### src/rtl/gpio_irq_pkg.sv
package gpio_irq_pkg;
  // word index of each register, byte offset = index * 4
  typedef enum logic [3:0] {
    RI_INEN = 4'd0,
    RI_MODE = 4'd1,
    RI_DIR  = 4'd2,
    RI_OUTV = 4'd3,
    RI_PIN  = 4'd4,
    RI_POL  = 4'd5,
    RI_EDGE = 4'd6,
    RI_DUAL = 4'd7,
    RI_PEND = 4'd8,
    RI_PCLR = 4'd9,
    RI_MASK = 4'd10,
    RI_MSET = 4'd11
  } reg_idx_e;
  localparam int IDX_W = 4;
endpackage

### src/rtl/gpio_sync.sv
module gpio_sync #(
  parameter int NPINS = 32
) (
  input  logic             clk,
  input  logic             rst_n,
  input  logic [NPINS-1:0] pad_in,
  input  logic [NPINS-1:0] in_en,
  output logic [NPINS-1:0] pin_q,
  output logic [NPINS-1:0] pin_prev
);
  logic [NPINS-1:0] meta_q;
  logic [NPINS-1:0] sync_q;

  for (genvar i = 0; i < NPINS; i++) begin : g_pin
    always_ff @(posedge clk or negedge rst_n) begin
      if (!rst_n) begin
        meta_q[i]   <= 1'b0;
        sync_q[i]   <= 1'b0;
        pin_prev[i] <= 1'b0;
      end else begin
        meta_q[i]   <= pad_in[i];
        sync_q[i]   <= meta_q[i];
        pin_prev[i] <= pin_q[i];
      end
    end
    assign pin_q[i] = sync_q[i] & in_en[i];
  end
endmodule

### src/rtl/gpio_sense.sv
module gpio_sense #(
  parameter int NPINS = 32
) (
  input  logic             clk,
  input  logic             rst_n,
  input  logic [NPINS-1:0] pin_q,
  input  logic [NPINS-1:0] pin_prev,
  input  logic [NPINS-1:0] cfg_mode,
  input  logic [NPINS-1:0] cfg_edge,
  input  logic [NPINS-1:0] cfg_pol,
  input  logic [NPINS-1:0] cfg_dual,
  input  logic [NPINS-1:0] clr_vec,
  output logic [NPINS-1:0] pend
);
  logic [NPINS-1:0] lat_q;
  logic [NPINS-1:0] lat_d;
  logic [NPINS-1:0] hit;

  for (genvar i = 0; i < NPINS; i++) begin : g_pin
    always_comb begin
      if (cfg_dual[i])
        hit[i] = pin_q[i] ^ pin_prev[i];
      else if (cfg_pol[i])
        hit[i] = pin_prev[i] & ~pin_q[i];
      else
        hit[i] = pin_q[i] & ~pin_prev[i];
      // a fresh edge wins over a clear in the same cycle
      if (cfg_mode[i] && cfg_edge[i])
        lat_d[i] = (lat_q[i] & ~clr_vec[i]) | hit[i];
      else
        lat_d[i] = 1'b0;
      if (!cfg_mode[i])
        pend[i] = 1'b0;
      else if (cfg_edge[i])
        pend[i] = lat_q[i];
      else
        pend[i] = pin_q[i] ^ cfg_pol[i];
    end

    always_ff @(posedge clk or negedge rst_n) begin
      if (!rst_n) lat_q[i] <= 1'b0;
      else        lat_q[i] <= lat_d[i];
    end
  end
endmodule

### src/rtl/gpio_regs.sv
module gpio_regs
  import gpio_irq_pkg::*;
#(
  parameter int NPINS = 32,
  parameter int DW    = 32,
  parameter int AW    = 8
) (
  input  logic             clk,
  input  logic             rst_n,
  input  logic             reg_wr,
  input  logic             reg_rd,
  input  logic [AW-1:0]    reg_addr,
  input  logic [DW-1:0]    reg_wdata,
  output logic [DW-1:0]    reg_rdata,
  input  logic [NPINS-1:0] pin_q,
  input  logic [NPINS-1:0] pend,
  output logic [NPINS-1:0] cfg_en,
  output logic [NPINS-1:0] cfg_mode,
  output logic [NPINS-1:0] cfg_dir,
  output logic [NPINS-1:0] cfg_outv,
  output logic [NPINS-1:0] cfg_pol,
  output logic [NPINS-1:0] cfg_edge,
  output logic [NPINS-1:0] cfg_dual,
  output logic [NPINS-1:0] mask_q,
  output logic [NPINS-1:0] clr_vec
);
  localparam int IDX_LSB = 2;
  localparam int IDX_MSB = IDX_LSB + IDX_W - 1;

  logic             addr_ok;
  reg_idx_e         idx;
  logic             wr_hit;
  logic [NPINS-1:0] wpins;
  logic [NPINS-1:0] en_d, mode_d, dir_d, outv_d, pol_d, edge_d, dual_d, mask_d;
  logic [DW-1:0]    rd_mux;

  function automatic logic [DW-1:0] widen(input logic [NPINS-1:0] v);
    logic [DW-1:0] w;
    w = '0;
    w[NPINS-1:0] = v;
    return w;
  endfunction

  assign addr_ok = (reg_addr[AW-1:IDX_MSB+1] == '0) && (reg_addr[1:0] == 2'b00);
  assign idx     = reg_idx_e'(reg_addr[IDX_MSB:IDX_LSB]);
  assign wr_hit  = reg_wr && addr_ok;
  assign wpins   = reg_wdata[NPINS-1:0];
  assign clr_vec = (wr_hit && idx == RI_PCLR) ? wpins : '0;

  always_comb begin
    en_d   = cfg_en;
    mode_d = cfg_mode;
    dir_d  = cfg_dir;
    outv_d = cfg_outv;
    pol_d  = cfg_pol;
    edge_d = cfg_edge;
    dual_d = cfg_dual;
    mask_d = mask_q;
    if (wr_hit) begin
      case (idx)
        RI_INEN: en_d   = wpins;
        RI_MODE: mode_d = wpins;
        RI_DIR:  dir_d  = wpins;
        RI_OUTV: outv_d = wpins;
        RI_POL:  pol_d  = wpins;
        RI_EDGE: edge_d = wpins;
        RI_DUAL: dual_d = wpins;
        RI_MASK: mask_d = mask_q & wpins;
        RI_MSET: mask_d = mask_q | wpins;
        default: ;
      endcase
    end
  end

  always_comb begin
    rd_mux = '0;
    if (addr_ok) begin
      case (idx)
        RI_INEN: rd_mux = widen(cfg_en);
        RI_MODE: rd_mux = widen(cfg_mode);
        RI_DIR:  rd_mux = widen(cfg_dir);
        RI_OUTV: rd_mux = widen(cfg_outv);
        RI_PIN:  rd_mux = widen(pin_q);
        RI_POL:  rd_mux = widen(cfg_pol);
        RI_EDGE: rd_mux = widen(cfg_edge);
        RI_DUAL: rd_mux = widen(cfg_dual);
        RI_PEND: rd_mux = widen(pend);
        RI_MASK: rd_mux = widen(mask_q);
        default: rd_mux = '0;
      endcase
    end
  end

  always_ff @(posedge clk or negedge rst_n) begin
    if (!rst_n) begin
      cfg_en   <= '0;
      cfg_mode <= '0;
      cfg_dir  <= '0;
      cfg_outv <= '0;
      cfg_pol  <= '0;
      cfg_edge <= '0;
      cfg_dual <= '0;
      mask_q   <= '0;
    end else if (wr_hit) begin
      cfg_en   <= en_d;
      cfg_mode <= mode_d;
      cfg_dir  <= dir_d;
      cfg_outv <= outv_d;
      cfg_pol  <= pol_d;
      cfg_edge <= edge_d;
      cfg_dual <= dual_d;
      mask_q   <= mask_d;
    end
  end

  always_ff @(posedge clk or negedge rst_n) begin
    if (!rst_n)      reg_rdata <= '0;
    else if (reg_rd) reg_rdata <= rd_mux;
  end
endmodule

### src/rtl/gpio_irq_bank.sv
module gpio_irq_bank #(
  parameter int NPINS = 32,
  parameter int DW    = 32,
  parameter int AW    = 8
) (
  input  logic             clk,
  input  logic             rst_n,
  input  logic             reg_wr,
  input  logic             reg_rd,
  input  logic [AW-1:0]    reg_addr,
  input  logic [DW-1:0]    reg_wdata,
  output logic [DW-1:0]    reg_rdata,
  input  logic [NPINS-1:0] pad_in,
  output logic [NPINS-1:0] pad_out,
  output logic [NPINS-1:0] pad_oe,
  output logic             irq
);
  logic [NPINS-1:0] cfg_en, cfg_mode, cfg_dir, cfg_outv;
  logic [NPINS-1:0] cfg_pol, cfg_edge, cfg_dual, mask_q, clr_vec;
  logic [NPINS-1:0] pin_q, pin_prev, pend;

  gpio_regs #(.NPINS(NPINS), .DW(DW), .AW(AW)) u_regs (
    .clk(clk), .rst_n(rst_n), .reg_wr(reg_wr), .reg_rd(reg_rd),
    .reg_addr(reg_addr), .reg_wdata(reg_wdata), .reg_rdata(reg_rdata),
    .pin_q(pin_q), .pend(pend),
    .cfg_en(cfg_en), .cfg_mode(cfg_mode), .cfg_dir(cfg_dir),
    .cfg_outv(cfg_outv), .cfg_pol(cfg_pol), .cfg_edge(cfg_edge),
    .cfg_dual(cfg_dual), .mask_q(mask_q), .clr_vec(clr_vec)
  );

  gpio_sync #(.NPINS(NPINS)) u_sync (
    .clk(clk), .rst_n(rst_n), .pad_in(pad_in), .in_en(cfg_en),
    .pin_q(pin_q), .pin_prev(pin_prev)
  );

  gpio_sense #(.NPINS(NPINS)) u_sense (
    .clk(clk), .rst_n(rst_n), .pin_q(pin_q), .pin_prev(pin_prev),
    .cfg_mode(cfg_mode), .cfg_edge(cfg_edge), .cfg_pol(cfg_pol),
    .cfg_dual(cfg_dual), .clr_vec(clr_vec), .pend(pend)
  );

  assign pad_oe  = ~cfg_mode & cfg_dir;
  assign pad_out = cfg_outv & pad_oe;
  assign irq     = |(pend & mask_q);
endmodule


### config.mk
export PLATFORM = sky130hd
export DESIGN_NAME = gpio_irq_bank
export DESIGN_NICKNAME = d
export VERILOG_FILES = /design/src/rtl/gpio_irq_pkg.sv /design/src/rtl/gpio_sync.sv /design/src/rtl/gpio_sense.sv /design/src/rtl/gpio_regs.sv /design/src/rtl/gpio_irq_bank.sv
export SDC_FILE = /design/constraint.sdc
export NUM_CORES = 1
export LEC_CHECK = 0
export ABC_AREA = 1
export BUFFER_PORTS_ARGS = -buffer_cell sky130_fd_sc_hd__buf_2
export CAP_MARGIN = 0
export CORE_MARGIN = 3
export CORE_UTILIZATION = 45
export DETAILED_ROUTE_END_ITERATION = 16
export PLACE_DENSITY = 0.69
export SLEW_MARGIN = 20
export SYNTH_ARGS = -nofsm -noshare
export SYNTH_HDL_FRONTEND = slang
export SYNTH_SLANG_ARGS = --single-unit
### constraint.sdc
create_clock -name clk -period 2.03 [get_ports clk]
set_clock_uncertainty 0.2 [all_clocks]
set_input_delay 0 -clock clk [delete_from_list [all_inputs] [get_ports clk]]
set_output_delay 0 -clock clk [all_outputs]
set_load 0.05 [all_outputs]
==> flow_summary.yaml <==
outcome:
  status: "finished, violations left"
  violations: "negative setup slack"
die:
  rows: 76
  fp.dieH_um: 216.6
  core_area_sq_mm: 0.04346
  chipWidth_um: 216.6
  start_util_pct: 45.91
  io_pins: 173
  dieArea_sq_mm: 0.04690
synth:
  syn_nets: 2653
  yosysMostFrequentCell: "nand2_1"
  yosysSeqAreaShare_pct: 52.18
  synth_area_leaders: "dfrtp_1 52%, nand2_1 15%, o21ai_0 8.0%"
  yosys-top-cells-count: "777 x nand2_1, 416 x dfrtp_1, 318 x o21ai_0"
  synth_edf_count: 0
  synth_top_area_share_pct: 52.18
  synth_top_cell_by_area: "dfrtp_1"
  post_synth.cell_area_avg_sq_um: 7.939
  ys_types: 25
  ys.flop_type: "dfrtp_1"
  synth-seq-cells: 416
  synth_cells: 2513
  yosysWarnings: 0
  synthArstFlopShare_pct: 100.0
  netlist_area_sq_mm: 0.01995
drt:
  firstDrtPassIters: 6
  antenna_left: 0
  routed_wl_um: 65410
  drc: 0
  vias: 18908
  routedWlPerCell_um: 18.63
  drt_iter0_markers: 1778
  vias_per_cell: 5.385
finish:
  area_delta_synth_final_pct: 28.48
  post-route-util_pct: 58.99
  antenna_cells: 0
  multi_input_area_sq_mm: 0.008663
  final_cells: 3511
  finalInstanceArea_sq_mm: 0.02563
  drive_above_1_share_pct: 18.05
  finalNetCount: 3030
  fill_cells: 3824
  regArea_sq_mm: 0.01041
sta:
  fin_ws_ns: -0.2348
  max_freq_ghz: 0.4415
  relSlewSlack_pct: 62.45
  post-route-period-util_pct: 111.6
  tightest_slew_ns: 0.5633
  min_period_ns: 2.265
  worst_hold_slack_ns: 0.003076
  setup_tns_ns: -0.2348
  setup_viol: 1
  rsz0062_at_grt: "true"
  final_max_slew_viol_count: 0
  finalHoldViolations: 0
critical_path:
  crit_top_cell: "nand2_2"
  critPathTopFamily: "simple AND/OR/NAND/NOR gates"
  arrival_ns: 2.06
  end_kind: "output port"
  r2r-end: "u_regs.reg_rdata[5]$_DFFE_PN0P_"
  r2r_slack_ns: 0.02
  critical_path.startpoint_type: "register"
  crit_slowest_cell: "dfrtp_1"
  worst-path-buf-inv: 2
  worstSetupPathType: "reg -> out"
  crit_fanout: 4
  crit_required_ns: 1.83
  cp_cell_sequence: "nand2_2, inv_2, nand2_1, nand3_2, nand3_1, nand2_2, nor2_2, nand2_2, nor2_4, nand2_4, buf_8"
  rr_startpoint: "u_sync.sync_q[5]$_DFF_PN0_"
  rr_worst_depth: 15
  critPathMaxStageDelay_ns: 0.40
power:
  ir_drop_mv: 0.6231
  p_sw_share_pct: 26.93
  p_int_mw: 14.22
  p_leak_nw: 12.16
  pwr-share-comb_pct: 11.5
  pwr-share-seq_pct: 45.9
  switchingPower_mw: 5.242
  clkPwrFrac_pct: 42.7
  p_total_mw: 19.47
  power_density_mw_per_mm2: 759.4
placement:
  place.gp.congestion: 0.9004
  numPlacedInstances: 3240
  dp_slack_ns: 0.02301
  dpl_cell_area_sq_mm: 0.02197
  place.port_buffers: 172
  dpl.hpwl_um: 41090
flow_run:
  max_cap_violations: 0
global_routing:
  overflow: 0
  grt_pass1_wl_um: 100900
  grt_usage_pct: 27.36
  antenna_found_initial: 0
  grt_max_degree: 65
  grt_pass1_vias: 18553
clock_network:
  cts_tree: "yes"
  htreeDepth: 2
  cts_num_sinks: 416
  clkLatencyLatePin_ns: 0.59
  root_buffer: "clkbuf_16"
  clk_pin_slew_worst_paths_ns: 0.06
  cts_inserted_buffers: 46
  cts.path.max_buffers: 3
hold_path:
  whs_endpoint: "u_regs.cfg_edge[28]$_DFFE_PN0P_"
  min_from: "reg_addr[4]"
  min_path_type: "in -> reg"
  hold_depth: 6
[flip-flops by register name, indices dropped and copies added (netlist names)]
name	count
u_regs.reg_rdata	32
u_sense.lat_q	32
u_regs.cfg_dir	32
u_sync.meta_q	32
u_regs.cfg_outv	32
u_regs.cfg_pol	32
u_sync.sync_q	32
u_regs.cfg_mode	32
u_regs.cfg_edge	32
u_regs.cfg_dual	32
u_regs.cfg_en	32
u_sync.pin_prev	32
u_regs.mask_q	32
[power by group through the flow]
stage / Combinational, mW / Clock (mW) / Sequential, mW
global placement: 1.88 / 0 / 9.04
global route: 2.44 / 8.80 / 8.96
CTS: 2.16 / 8.46 / 8.91
floorplan: 1.14 / 0 / 8.99
detailed placement: 1.91 / 0 / 9.06
finish: 2.23 / 8.30 / 8.93
[cells in the final DEF, fill, tap and decap left out, types with 63 or more instances in the layout]
cell and n:
ha_1 63, nor2_1 159, buf_2 170, nand2_1 724, dlygate4sd3_1 111, inv_1 242, nand3_1 199, o21ai_0 318
buf_4 99, dfrtp_1 415
[routing by layer]
layer / GRT usage, % / wire, um / vias up
li1: - / - / 8818
met3: 4.529 / 5278 / 202
met4: 11.58 / 2724 / 0
met5: 0 / 0 / -
met1: 36.60 / 27140 / 9078
met2: 44.32 / 30270 / 810
[worst reg2reg max path, stage by stage, from the launching register on]
cell and delay [ns]:
dfrtp_1 0.36, nand2_2 0.11, buf_6 0.13, buf_6 0.10, buf_6 0.10, buf_6 0.10, buf_6 0.10, buf_6 0.10
buf_6 0.10, buf_6 0.10, buf_6 0.10, nor2_2 0.08, nor2_1 0.05, nand3_1 0.07, nand2_1 0.06, nand2_1 0.06
[how the worst max path moves through the flow]
| stage | start | to | slack, ns | depth (start not counted) |
|---|---|---|---|---|
| global route | u_regs.cfg_pol[22]$_DFFE_PN0P_ | irq | -0.31 | 10 |
| CTS | u_sync.sync_q[5]$_DFF_PN0_ | irq | -0.25 | 11 |
| floorplan | u_regs.cfg_mode[31]$_DFFE_PN0P_ | pad_out[31] | 0.32 | 1 |
| finish | u_regs.cfg_en[26]$_DFFE_PN0P_ | irq | -0.23 | 11 |
| global placement | u_regs.cfg_en[4]$_DFFE_PN0P_ | irq | 0.02 | 11 |
| detailed placement | u_regs.cfg_en[4]$_DFFE_PN0P_ | irq | 0.02 | 11 |
[area by class of cell]
cell class                 count  share of cell area (%)
inverter                     263                   3.851
sequential                   416                   40.61
clock buffer                  69                   5.101
tap                          585                   2.855
multi-input combinational   1743                   33.80
clock inverter                15                  0.6931
timing repair buffer         420                   13.09
[logic make-up after synthesis]
group	count (synthesis)	share of synthesized area, %
simple gates	1240	25.39
compound gates	438	11.45
flops	416	52.18
buf+inv	354	6.911
fa+ha+maj	64	4.014
mux	1	0.05644
[what timing repair did]
action                                  CTS  global route
endpoints found under the setup margin    2             7
hold buffers                            111             0
buffers inserted                         53            35
pin swaps                                28            35
hold endpoints to repair                768             0
gates resized for setup                  71            84
No activity file was read; power rests on OpenSTA's default activity.
